**config.mk**
```make
export PLATFORM = sky130hd
export DESIGN_NAME = rdsig_deser
export DESIGN_NICKNAME = d
export VERILOG_FILES = /design/src/rtl/rdsig_pkg.sv /design/src/rtl/rdsig_sync.sv /design/src/rtl/rdsig_capture.sv /design/src/rtl/rdsig_handshake.sv /design/src/rtl/rdsig_deser.sv
export SDC_FILE = /design/constraint.sdc
export NUM_CORES = 1
export LEC_CHECK = 0
export BUFFER_PORTS_ARGS = -buffer_cell sky130_fd_sc_hd__buf_2
export CAP_MARGIN = 20
export CORE_UTILIZATION = 30
export CTS_CLUSTER_SIZE = 12
export DETAILED_ROUTE_END_ITERATION = 12
export PLACE_DENSITY = 0.51
export SETUP_SLACK_MARGIN = 0.4
export SLEW_MARGIN = 20
export SYNTH_ARGS = -nofsm -noshare
export SYNTH_HDL_FRONTEND = slang
export SYNTH_HIERARCHICAL = 1
export SYNTH_SLANG_ARGS = --single-unit
```
**constraint.sdc**
```tcl
create_clock -name clk -period 2.47 [get_ports clk]
set_clock_uncertainty 0.2 [all_clocks]
set_input_delay 0 -clock clk [delete_from_list [all_inputs] [get_ports clk]]
set_output_delay 0 -clock clk [all_outputs]
set_load 0.01 [all_outputs]
```
**src/rtl/rdsig_pkg.sv**
```systemverilog
// Shared definitions for the read-line deserializer.
// Assumes: the word width is at least NARROW_N + 1 and at least 4.
package rdsig_pkg;

    // Word format selected at the block's format input.
    typedef enum logic [1:0] {
        FMT_NARROW    = 2'd0,
        FMT_WIDE_FULL = 2'd1,
        FMT_WIDE_IDX  = 2'd2,
        FMT_SPARE     = 2'd3
    } fmt_e;

    // Number of read-line samples that make up one word in a given format.
    function automatic int unsigned word_samples(fmt_e f, int unsigned narrow_n,
                                                 int unsigned word_w);
        case (f)
            FMT_WIDE_FULL: return word_w - 1;
            FMT_WIDE_IDX:  return word_w - 2;
            default:       return narrow_n;
        endcase
    endfunction

    // True for the formats that place the toggle flag in the top word bit.
    function automatic logic flag_in_word(fmt_e f);
        return (f == FMT_WIDE_FULL) || (f == FMT_WIDE_IDX);
    endfunction

endpackage

```
**src/rtl/rdsig_sync.sv**
```systemverilog
// Multi-flop synchronizer for a small bundle of asynchronous levels.
// Assumes: STAGES >= 2; every bit is an independent slow level, so no
// bundle coherency is required.
module rdsig_sync #(
    parameter int unsigned STAGES = 2,
    parameter int unsigned WIDTH  = 1
) (
    input  logic             clk,
    input  logic             rst_n,
    input  logic [WIDTH-1:0] d_i,
    output logic [WIDTH-1:0] q_o
);

    logic [STAGES-1:0][WIDTH-1:0] chain_q;

    // Move each input level one stage down the chain per clock.
    always_ff @(posedge clk) begin
        if (!rst_n) begin
            chain_q <= '0;
        end else begin
            chain_q <= {chain_q[STAGES-2:0], d_i};
        end
    end

    assign q_o = chain_q[STAGES-1];

endmodule

```
**src/rtl/rdsig_capture.sv**
```systemverilog
// Sample shifter, word counter and holding register.
// Shifts one synchronized sample per clock. When the count reaches the
// format's sample total, it copies the newest samples (plus the index level
// in the index format) into the holding register and pulses latch_o for the
// following cycle.
// Assumes: fmt_i is stable outside reset.
module rdsig_capture
    import rdsig_pkg::*;
#(
    parameter int unsigned WORD_W   = 16,
    parameter int unsigned NARROW_N = 8
) (
    input  logic              clk,
    input  logic              rst_n,
    input  logic              smp_i,
    input  logic              idx_i,
    input  fmt_e              fmt_i,
    output logic [WORD_W-2:0] hold_o,
    output logic              latch_o
);

    localparam int unsigned SR_W  = WORD_W - 1;
    localparam int unsigned CNT_W = $clog2(WORD_W);

    logic [SR_W-2:0]  sr_q;
    logic [SR_W-1:0]  sr_next;
    logic [SR_W-1:0]  field;
    logic [CNT_W-1:0] cnt_q;
    logic [CNT_W-1:0] last_cnt;
    logic             at_last;

    // Newest sample enters at bit 0, so older samples sit in higher bits.
    always_comb begin
        sr_next = {sr_q, smp_i};
    end

    // Index of the final sample of a word in the selected format.
    always_comb begin
        last_cnt = CNT_W'(word_samples(fmt_i, NARROW_N, WORD_W) - 1);
        at_last  = (cnt_q >= last_cnt);
    end

    // Arrange the newest samples into the word layout of the format.
    always_comb begin
        field = '0;
        case (fmt_i)
            FMT_WIDE_FULL: field = sr_next;
            FMT_WIDE_IDX: begin
                field           = sr_next;
                field[SR_W-1]   = idx_i;
            end
            default: field[NARROW_N-1:0] = sr_next[NARROW_N-1:0];
        endcase
    end

    // Shift samples, count them, and latch the word on the final sample.
    always_ff @(posedge clk) begin
        if (!rst_n) begin
            sr_q    <= '0;
            cnt_q   <= '0;
            hold_o  <= '0;
            latch_o <= 1'b0;
        end else begin
            sr_q    <= sr_next[SR_W-2:0];
            latch_o <= at_last;
            if (at_last) begin
                cnt_q  <= '0;
                hold_o <= field;
            end else begin
                cnt_q  <= cnt_q + 1'b1;
            end
        end
    end

    // a latch always restarts the sample count.
    p_count_restart_r2: assert property (@(posedge clk) disable iff (!rst_n)
        latch_o |-> (cnt_q == '0));

    // two latches are never adjacent, since every word spans several samples.
    p_latch_gap_r2: assert property (@(posedge clk) disable iff (!rst_n)
        latch_o |=> !latch_o);

    // the holding word changes only on the edge that raised latch_o.
    p_hold_only_on_latch_r2: assert property (@(posedge clk) disable iff (!rst_n)
        (hold_o != $past(hold_o)) |-> latch_o);

endmodule

```
**src/rtl/rdsig_handshake.sv**
```systemverilog
// Toggle flag, pending indication and sticky overrun.
// The flag inverts on the clock after each latch, so the holding word is
// already stable when the host sees the flag move.
// Assumes: latch_i is a single-cycle pulse.
module rdsig_handshake (
    input  logic clk,
    input  logic rst_n,
    input  logic latch_i,
    input  logic host_rd_i,
    output logic flag_o,
    output logic pend_o,
    output logic ovr_o
);

    // Invert the flag per word, track unread words and record overruns.
    always_ff @(posedge clk) begin
        if (!rst_n) begin
            flag_o <= 1'b0;
            pend_o <= 1'b0;
            ovr_o  <= 1'b0;
        end else if (latch_i) begin
            flag_o <= ~flag_o;
            pend_o <= 1'b1;
            if (pend_o && !host_rd_i) begin
                ovr_o <= 1'b1;
            end
        end else if (host_rd_i) begin
            pend_o <= 1'b0;
        end
    end

    // each latch pulse inverts the flag on the following edge.
    p_flag_follows_latch_r3: assert property (@(posedge clk) disable iff (!rst_n)
        latch_i |=> (flag_o != $past(flag_o)));

    // a new word always leaves the pending indication set.
    p_pend_on_word_r7: assert property (@(posedge clk) disable iff (!rst_n)
        latch_i |=> pend_o);

    // a host read with no new word clears pending.
    p_read_clears_r7: assert property (@(posedge clk) disable iff (!rst_n)
        (host_rd_i && !latch_i) |=> !pend_o);

    // overrun is sticky.
    p_ovr_sticky_r8: assert property (@(posedge clk) disable iff (!rst_n)
        ovr_o |=> ovr_o);

    // overrun only rises on a word that replaced an unread word.
    p_ovr_cause_r8: assert property (@(posedge clk) disable iff (!rst_n)
        $rose(ovr_o) |-> $past(latch_i && pend_o && !host_rd_i));

endmodule

```
**src/rtl/rdsig_deser.sv**
```systemverilog
// Top of the oversampling read-line deserializer.
// Synchronizes the read line and index sensor, builds words of samples, and
// presents them with a toggle flag that a polling host compares against its
// last observed value.
// Assumes: fmt_sel changes only while rst_n is low.
module rdsig_deser
    import rdsig_pkg::*;
#(
    parameter int unsigned WORD_W      = 16,
    parameter int unsigned NARROW_N    = 8,
    parameter int unsigned SYNC_STAGES = 2
) (
    input  logic              clk,
    input  logic              rst_n,
    input  logic              rd_in,
    input  logic              idx_in,
    input  logic [1:0]        fmt_sel,
    input  logic              host_rd,
    output logic [WORD_W-1:0] word_out,
    output logic              flag_out,
    output logic              pend_out,
    output logic              ovr_out
);

    fmt_e              fmt;
    logic [1:0]        sync_q;
    logic [WORD_W-2:0] hold;
    logic              latch;
    logic              flag_bit;

    assign fmt = fmt_e'(fmt_sel);

    rdsig_sync #(
        .STAGES (SYNC_STAGES),
        .WIDTH  (2)
    ) u_sync (
        .clk   (clk),
        .rst_n (rst_n),
        .d_i   ({idx_in, rd_in}),
        .q_o   (sync_q)
    );

    rdsig_capture #(
        .WORD_W   (WORD_W),
        .NARROW_N (NARROW_N)
    ) u_capture (
        .clk     (clk),
        .rst_n   (rst_n),
        .smp_i   (sync_q[0]),
        .idx_i   (sync_q[1]),
        .fmt_i   (fmt),
        .hold_o  (hold),
        .latch_o (latch)
    );

    rdsig_handshake u_handshake (
        .clk       (clk),
        .rst_n     (rst_n),
        .latch_i   (latch),
        .host_rd_i (host_rd),
        .flag_o    (flag_bit),
        .pend_o    (pend_out),
        .ovr_o     (ovr_out)
    );

    // Place the flag in the top bit for the wide formats only.
    always_comb begin
        word_out = {flag_in_word(fmt) ? flag_bit : 1'b0, hold};
        flag_out = flag_bit;
    end

    // the data bits are steady on every edge where the flag moves.
    p_data_before_flag_r3: assert property (@(posedge clk) disable iff (!rst_n)
        (flag_out != $past(flag_out)) |->
            (word_out[WORD_W-2:0] == $past(word_out[WORD_W-2:0])));

    // the narrow formats keep the bits above the samples at zero.
    p_narrow_upper_zero_r4: assert property (@(posedge clk) disable iff (!rst_n)
        !flag_in_word(fmt) |-> (word_out[WORD_W-1:NARROW_N] == '0));

    // the wide formats mirror the flag in the top word bit.
    p_wide_flag_bit_r5: assert property (@(posedge clk) disable iff (!rst_n)
        flag_in_word(fmt) |-> (word_out[WORD_W-1] == flag_out));

endmodule

```
# Word level (Yosys, flattened, before mapping)
# Index checks and enable logic that the tools add are counted.
# W data, S select, Z words.
# totals
regBits	41
output_inout_bits	19
memories	0
latch_bits	0
rom_bits	0
word_cells	27
ramBits	0
inputBits	7
# op_classes
n_mul	0
mux	5
div_mod_pow	0
n_addsub	2
eq_ne	2
order_cmp	1
n_shift	0
n_reduce_logical	6
n_bitwise	2
# op_table
op	n
$pmux W7 S2	1
$pmux W3 S2	1
$add A4 B1 Y4 const B	1
$ge A4 B4 Y1	1
$sub A4 B1 Y4 const B	1
$mux W1	3
$eq A2 B1 Y1 const B	1
$eq A2 B2 Y1 const B	1
$not A1 Y1	2
$reduce_and A2 Y1	1
$reduce_bool A2 Y1	1
$reduce_or A2 Y1	1
$logic_and A1 B1 Y1	1
$logic_not A1 Y1	1
$logic_or A1 B1 Y1	1

# Depth between registers and ports, before layout
# logic_depth
depth_word	5
mapped_depth	10
ltp_nobuf	8

# Modules after synthesis
# Netlist, hierarchy kept.
# modules_own_cells
module	cells_per_inst	seq_area_each_um2	area_per_inst_um2	n_inst
rdsig_capture	131	680.7	1310.0	1
rdsig_sync	10	80.1	120.1	1
rdsig_handshake	9	60.1	105.1	1
rdsig_deser	2	0.0	15.0	1

# Least setup slack after synthesis
# Ideal clock, no wire load.
# synth_timing
path_kind	reg2reg
from	register u_capture.cnt_q[0]
to	register u_capture.hold_o[0]
t_arrival_ns	1.631
required_time_ns	2.198
setup_time_ns	0.072
period_less_slack_ns	1.902
stages_incl_launch_ff	9
n_path_buf	2
setup_slack_ns	0.568
cell_sequence	dfxtp_1 inv_1 ha_1 nand2b_4 a211oi_2 o21ba_1 buf_6 buf_12 mux2i_1
# synth_via
elab_chain_len	1
# synth_rtl
element	line_no	text
start, declared	rdsig_capture.sv:28	logic [CNT_W-1:0] cnt_q;
start signal, assigned	rdsig_capture.sv:70	cnt_q <= cnt_q + 1'b1;
$ge A4 B4 Y1	rdsig_capture.sv:40	at_last = (cnt_q >= last_cnt);
end signal, assigned	rdsig_capture.sv:68	hold_o <= field;
end, declared	rdsig_capture.sv:18	output logic [WORD_W-2:0] hold_o,
# No other way between the ends.
# A chain may end at the register's enable or synchronous reset.

# Final worst setup path
# layout_timing
from	register u_capture.cnt_q[0]
to	register u_capture.hold_o[4]
# The elaborated chain is that of the path after synthesis.

==> implementation parameters <==
Parameter                              Value

Critical path
  Family with the most delay on the worst path ... compound AO/OA/AOI/OAI gates
  Arr. time, crit path ... 1.95 ns
  Delay of the slowest cell on the worst path ... between 0.3 and 0.4 ns
  Data required time of the critical path ... 2.49 ns
  Critical path start-end classification ... flip-flop to flip-flop
  CP Buf/Inv Count ... 2
  Worst Setup Start Kind ... flip-flop
  Logic depth of the worst setup path including buffers ... 7
  Cell-by-cell trace of the critical path ... inv_1, ha_1, nand2b_4, a211oi_4, o21ba_2, buf_4, mux2i_1
  Number of cells traversed by the worst register-to-register path ... 7
  Worst-path cell with the longest stage delay ... sky130_fd_sc_hd__dfxtp_2
  Setup crit end kind ... flip-flop
  Highest net fanout along the worst path ... 6

STA
  Setup TNS after final layout ... 0 ns
  Count of pins over their slew limit ... 0
  Tightest slew margin relative to the limit ... between 70% and 80%
  Final number of setup-violating endpoints ... 0
  Count of final hold-check violations ... 0
  Final worst-path cycle share ... between 70% and 80%
  Upper clock frequency limit ... 0.516 GHz
  Transition time of the tightest slew-check pin ... 0.414 ns
  Clock period minus worst slack ... a little under 2 ns
  Hold Worst Slack ... roughly 0.07 ns
  RSZ-0062 raised after global routing ... false

Clock network
  Clock insertion delay at the later pin of the skew report ... between 0.2 and 0.3 ns
  Num Clock Sinks ... 41
  Clock slew seen by the registers of the worst setup and hold paths ... 0.08 ns
  CTS root buf ... sky130_fd_sc_hd__clkbuf_8
  Bufs on Longest Clock Path ... 2
  TritonCTS clock tree ... built
  Number of levels the H-tree was split into ... 2
  Number of buffers created by CTS ... 5

Worst hold path
  Type of the tightest min-delay check ... primary input to flip-flop
  Hold Path Cell Cnt ... 4

Synth
  Synthesis-stage register bit count ... 41
  Number of synthesized flops with an enable pin ... 0
  Most area-consuming cells after synthesis ... sky130_fd_sc_hd__dfxtp_1, sky130_fd_sc_hd__mux2i_1, sky130_fd_sc_hd__ha_1
  Syn. warnings ... 6
  Share of Yosys cell area claimed by the top area cell type ... between 50 and 60%
  Library cells used by synthesis ... 26
  Fraction of the yosys area taken by sequential cells ... 52.9%
  Average cell area after synthesis ... 10.2 um2
  Most common flop cell mapped by yosys ... sky130_fd_sc_hd__dfxtp_1
  Synth async-reset ratio ... 0%
  Cells after Synth ... around 150
  Most frequently used cell type in the post-synthesis netlist ... sky130_fd_sc_hd__dfxtp_1
  Leading area contributor after synthesis ... sky130_fd_sc_hd__dfxtp_1
  Top cell types by occurrence after synthesis ... sky130_fd_sc_hd__dfxtp_1, sky130_fd_sc_hd__nand2_1, sky130_fd_sc_hd__mux2i_1
  Netlist area before placement ... 0.00155 mm2
  Syn_nets ... ~170

Cells and area
  Signed area change from the synthesized netlist to the final layout ... 22.7%
  Footprint of the multi-input gates ... around 630 um2
  Ratio of cells with drive above 1 in the final layout ... between 20% and 30%
  Sequential cell area in the final layout ... 822 um2
  Final Net Count ... around 200
  Antenna fix cells ... 0
  Layout fillers ... roughly 490

Power and ir drop
  Total design power ... approximately 1.3 mW
  Power per standard cell area ... 690 mW/mm2
  IR drop worst, VDD ... 0.318 mV
  Static leakage ... around 1 nW

Routing
  DRC ... 0
  Total length of routed wires ... between 2000 and 3000 um
  Final routed wire length divided by cell count ... around 11 um
  Initial DRT Pass Iterations ... 3
  Number of design-rule violations left by the first detailed-router iteration ... 29
  Post-DRT Antenna Nets ... 0
  Per-cell via count in the routed design ... between 4 and 5
  Total via count in the routed design ... 1052

GRT
  Maximum number of pins on one net before global-route repair ... 26
  Grt ovf ... 0
  Number of global-route vias before repair ... about 1.1k
  First-pass GRT wire length ... between 4000 and 5000 um
  Initial antenna violation count ... 0
  Total global-route track usage ... 12.1%

Floorplanning
  Top Ports ... 26
  Overall die area ... roughly 0.0055 mm2
  Vert. Die Dim ... between 70 and 80 um
  Die Width ... ~74 um
  Starting utilization of the core area ... 32.0%
  Core Region ... slightly below 0.005 mm2
  Rows ... 25

Place
  Number of buffer cells added on primary ports ... 25
  Placed wire-length estimate ... approximately 2000 um
  Final RePlAce weighted congestion ... roughly 0.83

Outcome
  Result of the run ... finished clean

Flow run
  Max-capacitance violation count ... 0
[worst paths after layout]
check | start | to | slack, ns
hold / removal | fmt_sel[1] | u_capture/hold_o[14]$_SDFFE_PN0P_ | 0.07
hold reg to reg | u_capture/sr_q[5]$_SDFF_PN0_ | u_capture/sr_q[6]$_SDFF_PN0_ | 0.24
setup / recovery | u_capture/cnt_q[0]$_SDFF_PP0_ | u_capture/hold_o[4]$_SDFFE_PN0P_ | 0.53
setup reg to reg | u_capture/cnt_q[0]$_SDFF_PP0_ | u_capture/hold_o[4]$_SDFFE_PN0P_ | 0.53
[flip-flops by register name (all words and copies together) (netlist names)]
name and count:
u_capture/cnt_q 4, u_capture/hold_o 15, u_capture/latch_o 1, u_capture/sr_q 14
u_handshake/flag_o 1, u_handshake/ovr_o 1, u_handshake/pend_o 1, u_sync/chain_q 2
u_sync/q_o 2
[routing by layer]
metal	track usage, %	share of wire (%)	vias to the layer above
met3	5.21	5.0	6
li1	-	-	538
met1	12.6	45	492
met5	0	0	-
met2	21.0	48	16
met4	5.77	2.0	0
[worst reg2reg max path, cell delays in order (launching register included)]
cell	delay, ns
sky130_fd_sc_hd__dfxtp_2	0.34
sky130_fd_sc_hd__inv_1	0.05
sky130_fd_sc_hd__ha_1	0.28
sky130_fd_sc_hd__nand2b_4	0.15
sky130_fd_sc_hd__a211oi_4	0.25
sky130_fd_sc_hd__o21ba_2	0.21
sky130_fd_sc_hd__buf_4	0.17
sky130_fd_sc_hd__mux2i_1	0.21
[cell type report]
| class | instances | share of cell area (%) |
|---|---|---|
| flip-flops and latches | 41 | 43.2 |
| multi-input cells | 90 | 33.0 |
| repair buffers | 33 | 10.8 |
| well taps | 67 | 4.41 |
| clock buffers | 6 | 3.82 |
| inverters | 14 | 2.76 |
| clock inverters | 2 | 2.04 |
[layout by cell type, fill, tap and decap left out, types with 2 or more instances in the layout]
cell type,synthesis,layout
sky130_fd_sc_hd__dfxtp_1,41,40
sky130_fd_sc_hd__nand2_1,29,29
sky130_fd_sc_hd__buf_2,0,25
sky130_fd_sc_hd__mux2i_1,15,15
sky130_fd_sc_hd__inv_1,14,14
sky130_fd_sc_hd__and2_1,13,13
sky130_fd_sc_hd__ha_1,9,9
sky130_fd_sc_hd__nor2_1,7,7
sky130_fd_sc_hd__clkbuf_8,0,5
sky130_fd_sc_hd__dlygate4sd3_1,0,5
sky130_fd_sc_hd__xor2_1,3,3
sky130_fd_sc_hd__buf_4,2,2
[report_power, final]
| group | switching [mW] | internal, mW |
|---|---|---|
| combinational | 0.0494 | 0.0477 |
| sequential | 0.00783 | 0.672 |
| clock | 0.232 | 0.303 |
[per-stage QoR]
step / cells / util (%) / area, um2 / setup slack (ns)
CTS: 253 / 38.9 / 1890 / 0.461
finish: 253 / 39.2 / 1900 / 0.533
detailed placement: 240 / 35.6 / 1720 / 0.431
global route: 253 / 39.2 / 1900 / 0.408
global placement: 240 / 35.6 / 1720 / 0.506
floorplan: 152 / - / 1550 / 0.568
[logic make-up (layout without fill, tap and decap cells)]
family	count (synthesis)	count (layout)	share of synthesized area, %
xor gates and xnor gates	4	4	2.26
adders and majority gates	9	9	7.26
AOI/OAI and AO/OA	8	8	4.28
DFF	41	41	52.9
and+or+nand+nor	54	54	16.5
buffers and inverters	21	55	7.10
muxes	15	15	9.68
[what timing repair did]
action,in CTS,in global routing
endpoints found under the setup margin,0,15
gates resized for setup,0,5
endpoints found under the hold margin,16,0
setup buffers,0,0
hold buffers,5,0
Note: power is estimated with default switching activity, not from simulation.
